### src/rtl/ctr_inc_pkg.sv
package ctr_inc_pkg;

   typedef enum logic [2:0] {
      ST_IDLE   = 3'd0,
      ST_READ   = 3'd1,
      ST_MODIFY = 3'd2,
      ST_WRITE  = 3'd3,
      ST_DONE   = 3'd4
   } inc_state_t;

endpackage

### src/rtl/ctr_inc_seq.sv
module ctr_inc_seq
   import ctr_inc_pkg::*;
(
   input  logic       clk_i,
   input  logic       rst_ni,
   input  logic       req_i,
   input  logic       ack_i,
   input  logic       err_i,
   output inc_state_t state_o,
   output logic       fault_o
);

   inc_state_t state_q, state_d;
   logic       fault_q;

   always_comb begin
      state_d = state_q;
      unique case (state_q)
         ST_IDLE:   if (req_i) state_d = ST_READ;
         ST_READ:   if (err_i) state_d = ST_DONE;
                    else if (ack_i) state_d = ST_MODIFY;
         ST_MODIFY: state_d = ST_WRITE;
         ST_WRITE:  if (err_i || ack_i) state_d = ST_DONE;
         ST_DONE:   state_d = ST_IDLE;
         default:   state_d = ST_IDLE;
      endcase
   end

   always_ff @(posedge clk_i or negedge rst_ni) begin
      if (!rst_ni) begin
         state_q <= ST_IDLE;
         fault_q <= 1'b0;
      end else begin
         state_q <= state_d;
         if (state_q == ST_DONE)
            fault_q <= 1'b0;
         else if ((state_q == ST_READ || state_q == ST_WRITE) && err_i)
            fault_q <= 1'b1;
      end
   end

   assign state_o = state_q;
   assign fault_o = fault_q;

   // completion is followed by a return to idle
   a_r6_done_to_idle: assert property (@(posedge clk_i) disable iff (!rst_ni)
      state_q == ST_DONE |=> state_q == ST_IDLE);

   // the modify clock always leads into the write phase
   a_r4_modify_then_write: assert property (@(posedge clk_i) disable iff (!rst_ni)
      state_q == ST_MODIFY |=> state_q == ST_WRITE);

endmodule

### src/rtl/ctr_inc_dp.sv
module ctr_inc_dp #(
   parameter int ADDR_W  = 30,
   parameter int DATA_W  = 32,
   parameter int CHUNK_W = 8
) (
   input  logic              clk_i,
   input  logic              rst_ni,
   input  logic              load_i,
   input  logic [ADDR_W-1:0] addr_i,
   input  logic              cap_i,
   input  logic [DATA_W-1:0] rdat_i,
   input  logic              bump_i,
   output logic [ADDR_W-1:0] adr_o,
   output logic [DATA_W-1:0] wdat_o
);

   localparam int NCHUNK = DATA_W / CHUNK_W;

   logic [ADDR_W-1:0] adr_q;
   logic [DATA_W-1:0] val_q;
   logic [DATA_W-1:0] wdat_q;
   logic [DATA_W-1:0] inc_w;
   logic [NCHUNK:0]   carry_w;

   if (DATA_W % CHUNK_W != 0) begin : g_bad_chunk
      $error("ctr_inc_dp: DATA_W must be a multiple of CHUNK_W");
   end
   if (ADDR_W < 1 || DATA_W < 1) begin : g_bad_width
      $error("ctr_inc_dp: widths must be positive");
   end

   assign carry_w[0] = 1'b1;

   if (NCHUNK == 1) begin : g_flat
      assign inc_w      = val_q + DATA_W'(1);
      assign carry_w[1] = &val_q;
   end else begin : g_chain
      for (genvar g = 0; g < NCHUNK; g++) begin : g_chunk
         logic [CHUNK_W:0] part_w;
         assign part_w = {1'b0, val_q[g*CHUNK_W +: CHUNK_W]} + {{CHUNK_W{1'b0}}, carry_w[g]};
         assign inc_w[g*CHUNK_W +: CHUNK_W] = part_w[CHUNK_W-1:0];
         assign carry_w[g+1] = part_w[CHUNK_W];
      end
   end

   always_ff @(posedge clk_i or negedge rst_ni) begin
      if (!rst_ni) begin
         adr_q  <= '0;
         val_q  <= '0;
         wdat_q <= '0;
      end else begin
         if (load_i) adr_q  <= addr_i;
         if (cap_i)  val_q  <= rdat_i;
         if (bump_i) wdat_q <= inc_w;
      end
   end

   assign adr_o  = adr_q;
   assign wdat_o = wdat_q;

   // the registered sum is the captured read value plus one, wrapping
   a_r3_plus_one: assert property (@(posedge clk_i) disable iff (!rst_ni)
      bump_i |=> wdat_o == $past(val_q) + DATA_W'(1));

   // captured read data comes straight from the bus
   a_r3_fresh_read: assert property (@(posedge clk_i) disable iff (!rst_ni)
      cap_i |=> val_q == $past(rdat_i));

endmodule

### src/rtl/atomic_ctr_inc.sv
module atomic_ctr_inc
   import ctr_inc_pkg::*;
#(
   parameter int ADDR_W  = 30,
   parameter int DATA_W  = 32,
   parameter int CHUNK_W = 8
) (
   input  logic              clk_i,
   input  logic              rst_ni,
   input  logic              req_i,
   input  logic [ADDR_W-1:0] req_addr_i,
   output logic              done_o,
   output logic              err_o,
   output logic              wb_cyc_o,
   output logic              wb_stb_o,
   output logic              wb_we_o,
   output logic [ADDR_W-1:0] wb_adr_o,
   output logic [DATA_W-1:0] wb_dat_o,
   input  logic [DATA_W-1:0] wb_dat_i,
   input  logic              wb_ack_i,
   input  logic              wb_err_i
);

   inc_state_t state_w;
   logic       fault_w;
   logic       load_w, cap_w, bump_w;

   ctr_inc_seq u_seq (
      .clk_i   (clk_i),
      .rst_ni  (rst_ni),
      .req_i   (req_i),
      .ack_i   (wb_ack_i),
      .err_i   (wb_err_i),
      .state_o (state_w),
      .fault_o (fault_w)
   );

   assign load_w = (state_w == ST_IDLE) && req_i;
   assign cap_w  = (state_w == ST_READ) && wb_ack_i && !wb_err_i;
   assign bump_w = (state_w == ST_MODIFY);

   ctr_inc_dp #(
      .ADDR_W  (ADDR_W),
      .DATA_W  (DATA_W),
      .CHUNK_W (CHUNK_W)
   ) u_dp (
      .clk_i  (clk_i),
      .rst_ni (rst_ni),
      .load_i (load_w),
      .addr_i (req_addr_i),
      .cap_i  (cap_w),
      .rdat_i (wb_dat_i),
      .bump_i (bump_w),
      .adr_o  (wb_adr_o),
      .wdat_o (wb_dat_o)
   );

   assign wb_cyc_o = (state_w != ST_IDLE);
   assign wb_stb_o = (state_w == ST_READ) || (state_w == ST_WRITE);
   assign wb_we_o  = (state_w == ST_WRITE);
   assign done_o   = (state_w == ST_DONE);
   assign err_o    = (state_w == ST_DONE) && fault_w;

   // no strobe outside a bus cycle
   a_r5_stb_in_cyc: assert property (@(posedge clk_i) disable iff (!rst_ni)
      wb_stb_o |-> wb_cyc_o);

   // the cycle line is only released right after completion
   a_r5_cyc_release: assert property (@(posedge clk_i) disable iff (!rst_ni)
      $fell(wb_cyc_o) |-> $past(done_o));

   // single-clock completion pulse
   a_r6_done_pulse: assert property (@(posedge clk_i) disable iff (!rst_ni)
      done_o |=> !done_o);

   // a write acknowledge completes the operation on the next clock
   a_r6_done_after_ack: assert property (@(posedge clk_i) disable iff (!rst_ni)
      (wb_stb_o && wb_we_o && wb_ack_i && !wb_err_i) |=> (done_o && !err_o));

   // a request while idle opens with a read strobe
   a_r2_start_read: assert property (@(posedge clk_i) disable iff (!rst_ni)
      (!wb_cyc_o && req_i) |=> (wb_stb_o && !wb_we_o && wb_adr_o == $past(req_addr_i)));

   // the address holds across the whole locked cycle
   a_r4_adr_stable: assert property (@(posedge clk_i) disable iff (!rst_ni)
      (wb_cyc_o && $past(wb_cyc_o)) |-> $stable(wb_adr_o));

   // a read error aborts without a write
   a_r7_read_abort: assert property (@(posedge clk_i) disable iff (!rst_ni)
      (wb_stb_o && !wb_we_o && wb_err_i) |=> (done_o && err_o && !wb_stb_o));

   // a write error aborts with an error report
   a_r8_write_abort: assert property (@(posedge clk_i) disable iff (!rst_ni)
      (wb_stb_o && wb_we_o && wb_err_i) |=> (done_o && err_o));

   // a request during an operation changes nothing on the bus address
   a_r9_busy_ignore: assert property (@(posedge clk_i) disable iff (!rst_ni)
      (wb_cyc_o && req_i) |=> $stable(wb_adr_o));

endmodule

### config.mk
export PLATFORM = sky130hd
export DESIGN_NAME = atomic_ctr_inc
export DESIGN_NICKNAME = d
export VERILOG_FILES = /design/src/rtl/ctr_inc_pkg.sv /design/src/rtl/ctr_inc_seq.sv /design/src/rtl/ctr_inc_dp.sv /design/src/rtl/atomic_ctr_inc.sv
export SDC_FILE = /design/constraint.sdc
export NUM_CORES = 1
export LEC_CHECK = 0
export BUFFER_PORTS_ARGS = -buffer_cell sky130_fd_sc_hd__buf_2
export CAP_MARGIN = 0
export CELL_PAD_IN_SITES_DETAIL_PLACEMENT = 0
export CELL_PAD_IN_SITES_GLOBAL_PLACEMENT = 2
export CORE_UTILIZATION = 32
export DETAILED_ROUTE_END_ITERATION = 12
export PLACE_DENSITY_LB_ADDON = 0.1
export RECOVER_POWER = 25
export SYNTH_ARGS = -nofsm -noshare
export SYNTH_HDL_FRONTEND = slang
export SYNTH_SLANG_ARGS = --single-unit
### constraint.sdc
create_clock -name clk_i -period 4.4 [get_ports clk_i]
set_input_delay 0 -clock clk_i [delete_from_list [all_inputs] [get_ports clk_i]]
set_output_delay 0 -clock clk_i [all_outputs]
set_load 0.03 [all_outputs]
==> reports/qor.txt, run 1 <==
Slew @ Worst Pin: 2.94 ns
Clock sink total: 98
Critical path, cell by cell: ha_1 > nand3_1 > nor3_1 > ha_1 > ha_1 > nand2_1 > nor3_1 > ha_1 > ha_1 > nand3_1 > nor3_1 > ha_1 > ha_1 > inv_1 > or4_1 > nand3_1
Die Width: 116 um
Setup TNS: 0 ns
Worst setup SP type: flip-flop
Seq cells post-synth: 98
Port bufs: 133
Setup Skew: 0.00834 ns
CP dominant cell by count: ha_1
CTS buffer count: 9
Final min period: 3.82 ns
Setup CP Type: reg -> reg
Failing checks: max-capacitance violations, max-slew violations
Global route overflow: 0
Share of cells above drive strength 1: 36.1%
Synth Flop Type: dfrtp_1
Power density over cell area: 725 mW/mm^2
WL per Instance: 14.0 um
Mapped Cells: 341
Crit-path max FO: 5
Layout Nets: 615
Synthesized Nets: 415
Layout area overhead: 44.6%
Routed WL: 10.0 mm
Hold/Removal Path Class: in -> reg
Via count: 3271
Leak pwr: 2.79 nW
Final hold vios: 0
Clk buf depth: 2
Worst skew pair latency: 0.35 ns
CTS tree: built
Setup violators final: 0
Largest net degree at the start of global routing: 58
Critical path data required time: 4.68 ns
Iter 0 DRT Violations: 131
Dpl hpwl: 6.53 mm
Die area: 0.0135 sq mm
Netlist cell types: 27
First-pass GRT wire length: 16.0 mm
CP max stage delay: 0.51 ns
Placed cell areas: 0.00501 sq mm
Antenna Nets Post-Route: 0
FP Rows: 41
Initial Util: 32.9%
Core Box Area: 0.0126 sq mm
Mapped cell area: 0.00416 sq mm
Root buffer selected by CTS: clkbuf_16
Post-synthesis sequential area ratio: 59.0%
Ys async rst share: 100%
I/O pin count: 134
Antenna violations before repair: 0
Gpl congestion: 0.696
Post-synth EDFFs: 0
Clk slew on worst S/H paths: 0.07 ns
CP endpoint kind: flip-flop
Achievable frequency: 262 MHz
Fillers: 1240
Via density: 4.56
Fin. max-slew vios: 53
Die Height: 116 um
Status: finished with violations
Syn_area_per_cell: 12.2 sq um
Max cap viols: 1
CP max-delay cell: or4_1
RSZ-0062 raised after global routing: no
CP arrival: 4.10 ns
Fin area: 0.00601 sq mm
Final period util: 86.7%
Max VDD drop: 0.297 mV
Total track usage: 15.9%
Antenna cells: 0
Vias in the first global route: 3140
Max H-tree Level: 3
Rel. slew slack: -95.8%
DRC Markers: 0
Yosys warns: 0
First drt pass iteration count: 4
repair_timing:
item	4_1_cts	5_1_grt
setup buffers	0	0
endpoints found under the hold margin	116	0
hold buffers	67	0
gates resized for setup	0	0
layout make-up:
cell class / count / area [sq um] / area share [%]
Sequential cell: 98 / 2450 / 40.8
Multi-Input combinational cell: 222 / 1630 / 27.0
Timing Repair Buffer: 203 / 1340 / 22.3
Clock buffer: 10 / 239 / 3.97
Tap cell: 172 / 215 / 3.58
Clock inverter: 6 / 114 / 1.89
Inverter: 7 / 26.3 / 0.437
synth_stat cells (2+ instances only):
master | instances | area, sq um
xnor2_1 | 6 | 52.6
dfrtp_1 | 98 | 2450
xor2_1 | 6 | 52.6
a21oi_1 | 2 | 10.0
inv_1 | 7 | 26.3
nor3_1 | 3 | 15.0
nand3_1 | 25 | 125
and2_1 | 2 | 12.5
o21ai_0 | 14 | 70.1
or4_1 | 12 | 90.1
ha_1 | 7 | 87.6
nand2_1 | 54 | 203
mux2_2 | 56 | 631
nor2b_1 | 2 | 12.5
nand4_1 | 4 | 25.0
nor2_1 | 4 | 15.0
buf_2 | 8 | 40.0
o211ai_1 | 12 | 90.1
mux2_1 | 6 | 67.6
clkbuf_1 | 6 | 22.5
cell families after synthesis:
| logic type | Yosys count | share of synthesized area [%] |
|---|---|---|
| multiplexers | 62 | 16.8 |
| adder cells (fa/ha/maj) | 7 | 2.11 |
| buffers and inverters | 21 | 2.14 |
| flip-flops | 98 | 59.0 |
| AND/OR/NAND/NOR | 111 | 13.1 |
| XOR/XNOR | 12 | 2.53 |
| AO/OA/AOI/OAI | 30 | 4.39 |
registers in the layout, indices dropped and copies added, names as in the netlist:
name and flops:
u_dp.wdat_o 32, u_seq.fault_o 1, u_dp.adr_o 30, u_seq.state_o 3
u_dp.val_q 32
metrics by stage:
stage | power [mW] | std cells | setup WS [ns] | hold WS, ns | util (%)
2_1_floorplan | 2.89 | 341 | 1.05 | -0.296 | -
3_3_place_gp | 3.41 | 635 | 0.673 | 0.100 | 39.7
3_5_place_dp | 3.44 | 635 | 0.546 | 0.101 | 39.7
4_1_cts | 4.43 | 718 | 0.526 | 0.273 | 47.8
5_1_grt | 4.66 | 718 | 0.227 | 0.411 | 47.7
6_report | 4.36 | 718 | 0.583 | 0.401 | 47.7
metal layers:
metal	global-route usage, %	wire (um)	vias up
li1	-	-	1602
met1	21.6	4730	1593
met2	24.3	4760	66
met3	3.03	358	10
met4	7.69	195	0
met5	0	0	-
worst max-delay path, delay by kind of cell (launching register included):
family | cells | cell delay (ns)
buf+inv | 1 | 0.07
flops | 1 | 0.42
fa+ha+maj | 7 | 1.55
simple gates | 8 | 1.71
report_power, final:
part	switching (mW)	internal, mW	total [mW]
Sequential	0.329	1.34	1.67
Combinational	1.09	0.678	1.77
Clock	0.349	0.572	0.921
Total	1.77	2.59	4.36
worst paths after layout:
kind | slack [ns] | from | end | depth (start not counted)
max in group asynchronous | 1.40 | rst_ni | u_dp.wdat_o[22] | 3
hold reg to reg | 0.47 | u_dp.wdat_o[18] | u_dp.wdat_o[18] | 2
setup reg to reg | 0.58 | u_dp.val_q[0] | u_dp.wdat_o[30] | 16
setup / recovery | 0.58 | u_dp.val_q[0] | u_dp.wdat_o[30] | 16
hold / removal | 0.40 | req_addr_i[6] | u_dp.adr_o[6] | 3
min in group asynchronous | 1.16 | rst_ni | u_dp.wdat_o[11] | 2
placed cells by master (no fill, tap or decap), types with 2 or more instances in the layout:
cell / instances
xor2_1: 6
clkbuf_16: 9
mux2_2: 56
bufinv_16: 3
ha_1: 7
dfrtp_1: 98
o211ai_1: 12
buf_4: 3
clkinvlp_4: 2
mux2_1: 6
nand2_1: 54
clkbuf_1: 15
a21oi_1: 2
nor2_1: 2
and2_1: 2
o21ai_0: 14
nand3_1: 25
nor3_1: 3
or4_1: 12
nor2b_1: 2
xnor2_1: 6
dlygate4sd3_1: 67
buf_2: 118
inv_1: 7
nand4_1: 4
Power figures use the tool's default switching activity.
==> run 2: changes to the inputs <==
--- a/config.mk
+++ b/config.mk
@@ -11,8 +11,9 @@
 export CELL_PAD_IN_SITES_GLOBAL_PLACEMENT = 2
 export CORE_UTILIZATION = 32
 export DETAILED_ROUTE_END_ITERATION = 12
-export PLACE_DENSITY_LB_ADDON = 0.1
+export PLACE_DENSITY_LB_ADDON = 0.3
 export RECOVER_POWER = 25
+export REMOVE_ABC_BUFFERS = 1
 export SYNTH_ARGS = -nofsm -noshare
 export SYNTH_HDL_FRONTEND = slang
 export SYNTH_SLANG_ARGS = --single-unit
==> constraint.sdc (replaced) <==
create_clock -name clk_i -period 4.3 [get_ports clk_i]
set_input_delay 0 -clock clk_i [delete_from_list [all_inputs] [get_ports clk_i]]
set_output_delay 0 -clock clk_i [all_outputs]
set_load 0.03 [all_outputs]
==> run 2 against run 1 <==
The run still ends with max-capacitance violations, max-slew violations left. Sequential share of layout area increased by 0.36 points. Non-clock buffer count increased by 1. First-iteration DRC count is 6.9% higher. Critical path type unchanged.
==> reports/qor.txt, run 2 (synthesis results as in run 1) <==
Status: finished with violations (unchanged)
Failing checks: max-capacitance violations, max-slew violations (unchanged)
Setup TNS: 0 ns (unchanged)
Critical path, cell by cell: ha_1 > nand3_1 > nor3_1 > ha_1 > ha_1 > nand2_1 > nor3_1 > ha_1 > ha_1 > nand3_1 > nor3_1 > ha_1 > ha_1 > inv_1 > or4_1 > nand3_1 (unchanged)
Global route overflow: 0 (unchanged)
Core Box Area: 0.0126 sq mm (unchanged)
Layout area overhead: 43.4% (was 44.6%)
Share of cells above drive strength 1: 35.9% (was 36.1%)
Clk slew on worst S/H paths: 0.07 ns (about the same)
CP max stage delay: 0.51 ns (about the same)
CTS buffer count: 9 (unchanged)
Slew @ Worst Pin: 2.79 ns (was 2.94 ns)
Vias in the first global route: 3237 (was 3140)
Root buffer selected by CTS: clkbuf_16 (unchanged)
Antenna cells: 0 (unchanged)
RR Endpoint: u_dp.wdat_o[30] (unchanged)
Rel. slew slack: -85.9% (was -95.8%)
Die area: 0.0135 sq mm (unchanged)
CP endpoint kind: flip-flop (unchanged)
Via count: 3235 (was 3271)
R2r setup slk: 0.43 ns (was 0.58 ns)
Switching part of the total: 41.5% (was 40.6%)
First-pass GRT wire length: 15.9 mm (was 16.0 mm)
Setup violators final: 0 (unchanged)
Hold_sp: wb_dat_i[19] (was req_addr_i[6])
Max VDD drop: 0.335 mV (was 0.297 mV)
Via density: 4.51 (was 4.56)
Final Util: 47.2% (was 47.7%)
# hold bufs at CTS: 67 (unchanged)
Final period util: 89.9% (was 86.7%)
CTS tree: built (unchanged)
RSZ-0062 raised after global routing: no (unchanged)
Hold depth: 3 (unchanged)
CP max-delay cell: or4_1 (unchanged)
Die Height: 116 um (unchanged)
Clock sink total: 98 (unchanged)
WL per Instance: 14.0 um (about the same)
Total track usage: 15.6% (was 15.9%)
Iter 0 DRT Violations: 140 (was 131)
Worst skew pair latency: 0.34 ns (was 0.35 ns)
Clk buf depth: 2 (unchanged)
Cts repair resizes: 0 (unchanged)
Worst setup SP type: flip-flop (unchanged)
WL met2: 4.72 mm (was 4.76 mm)
P_int: 2.52 mW (was 2.59 mW)
Psw: 1.79 mW (was 1.77 mW)
Port bufs: 133 (unchanged)
Routed WL: 10.0 mm (about the same)
CP arrival: 4.15 ns (was 4.10 ns)
Commonest non-fill, non-tap cell in the layout: buf_2 (unchanged)
Leak pwr: 2.76 nW (was 2.79 nW)
Achievable frequency: 259 MHz (was 262 MHz)
Fin. max-slew vios: 52 (was 53)
Final hold vios: 0 (unchanged)
Largest net degree at the start of global routing: 58 (unchanged)
Layout Nets: 616 (was 615)
Dpl hpwl: 6.37 mm (was 6.53 mm)
Setup Skew: 0.00521 ns (was 0.00834 ns)
Reg-to-reg startpoint: u_dp.val_q[0] (unchanged)
I/O pin count: 134 (unchanged)
Most frequent cells in the layout: buf_2 (117), dfrtp_1 (98), dlygate4sd3_1 (67) (was buf_2 (118), dfrtp_1 (98), dlygate4sd3_1 (67))
DRC Markers: 0 (unchanged)
Critical path data required time: 4.58 ns (was 4.68 ns)
Power density over cell area: 724 mW/mm^2 (was 725 mW/mm^2)
Die Width: 116 um (unchanged)
Layout Cells excl Fill: 718 (unchanged)
First drt pass iteration count: 4 (unchanged)
WL met1: 4.43 mm (was 4.73 mm)
Setup CP Type: reg -> reg (unchanged)
Hold/Removal Path Class: in -> reg (unchanged)
CP dominant cell by count: ha_1 (unchanged)
Max H-tree Level: 3 (unchanged)
Placed Cells: 636 (was 635)
Final min period: 3.87 ns (was 3.82 ns)
Post-CTS Setup Bufs: 0 (unchanged)
Antenna violations before repair: 0 (unchanged)
Part of the power in registers: 39.6% (was 38.2%)
Gate power share: 41.9% (was 40.6%)
Hold Crit Endpoint: u_dp.val_q[19] (was u_dp.adr_o[6])
Number of cells on the worst reg-to-reg path: 16 (unchanged)
Crit-path max FO: 5 (unchanged)
Top sig layer: met4 (unchanged)
Max cap viols: 1 (unchanged)
Initial Util: 32.9% (unchanged)
Clock share of power: 18.5% (was 21.1%)
Gpl congestion: 0.755 (was 0.696)
Hold_ws: 0.405 ns (was 0.401 ns)
Metal3 WL: 781 um (was 358 um)
Antenna Nets Post-Route: 0 (unchanged)
FP Rows: 41 (unchanged)
run 2: cell types whose count changed in the layout (fill, tap and decap cells not counted), sizes merged:
cell | previous run | this run
clkinv | 1 | 2
bufinv | 3 | 1
clkbuf | 25 | 26
run 2: worst max path at each step:
stage                   from              end  slack, ns  cells past startpoint
2_1_floorplan  u_dp.val_q[0]  u_dp.wdat_o[30]       0.94                     16
3_3_place_gp   u_dp.val_q[0]  u_dp.wdat_o[30]       0.50                     16
3_5_place_dp   u_dp.val_q[0]  u_dp.wdat_o[30]       0.38                     16
4_1_cts        u_dp.val_q[0]  u_dp.wdat_o[30]       0.37                     16
5_1_grt        u_dp.val_q[0]  u_dp.wdat_o[30]       0.08                     16
6_report       u_dp.val_q[0]  u_dp.wdat_o[30]       0.43                     16
run 2: power by group through the flow:
| stage | logic (mW) | registers [mW] | clock network [mW] |
|---|---|---|---|
| after floorplan | 0.733 | 2.20 | 0 |
| after global placement | 1.78 | 1.70 | 0 |
| after detailed placement | 1.79 | 1.73 | 0 |
| after CTS | 1.85 | 1.71 | 0.831 |
| after global routing | 1.99 | 1.78 | 0.863 |
| final | 1.81 | 1.71 | 0.798 |
run 2: worst max-delay path: cells and delay by family, from the launching register on:
kind	cells	cell delay, ns
AND/OR/NAND/NOR	8	1.77
adder cells (fa/ha/maj)	7	1.54
flip-flops	1	0.41
buffers and inverters	1	0.06
run 2: area by class of cell:
class	count	area, sq um
clock buffers	10	239
clock inverters	5	55.1
fillers	1205	6660
inverters	7	26.3
multi-input cells	222	1630
flip-flops and latches	98	2450
well taps	172	215
repair buffers	204	1350
run 2: layer usage:
layer	GRT usage, %	up-vias
met5	0	-
met4	3.85	0
met3	6.12	8
met2	26.5	109
met1	18.5	1510
li1	-	1608
run 2: through the flow:
step                      power [mW]  cell area (sq um)  worst slack [ns]
after floorplan                 2.93               4100             0.944
after global placement          3.49               5020             0.497
after detailed placement        3.52               5020             0.381
after CTS                       4.39               5980             0.368
after global routing            4.63               5960            0.0848
final                           4.32               5960             0.433
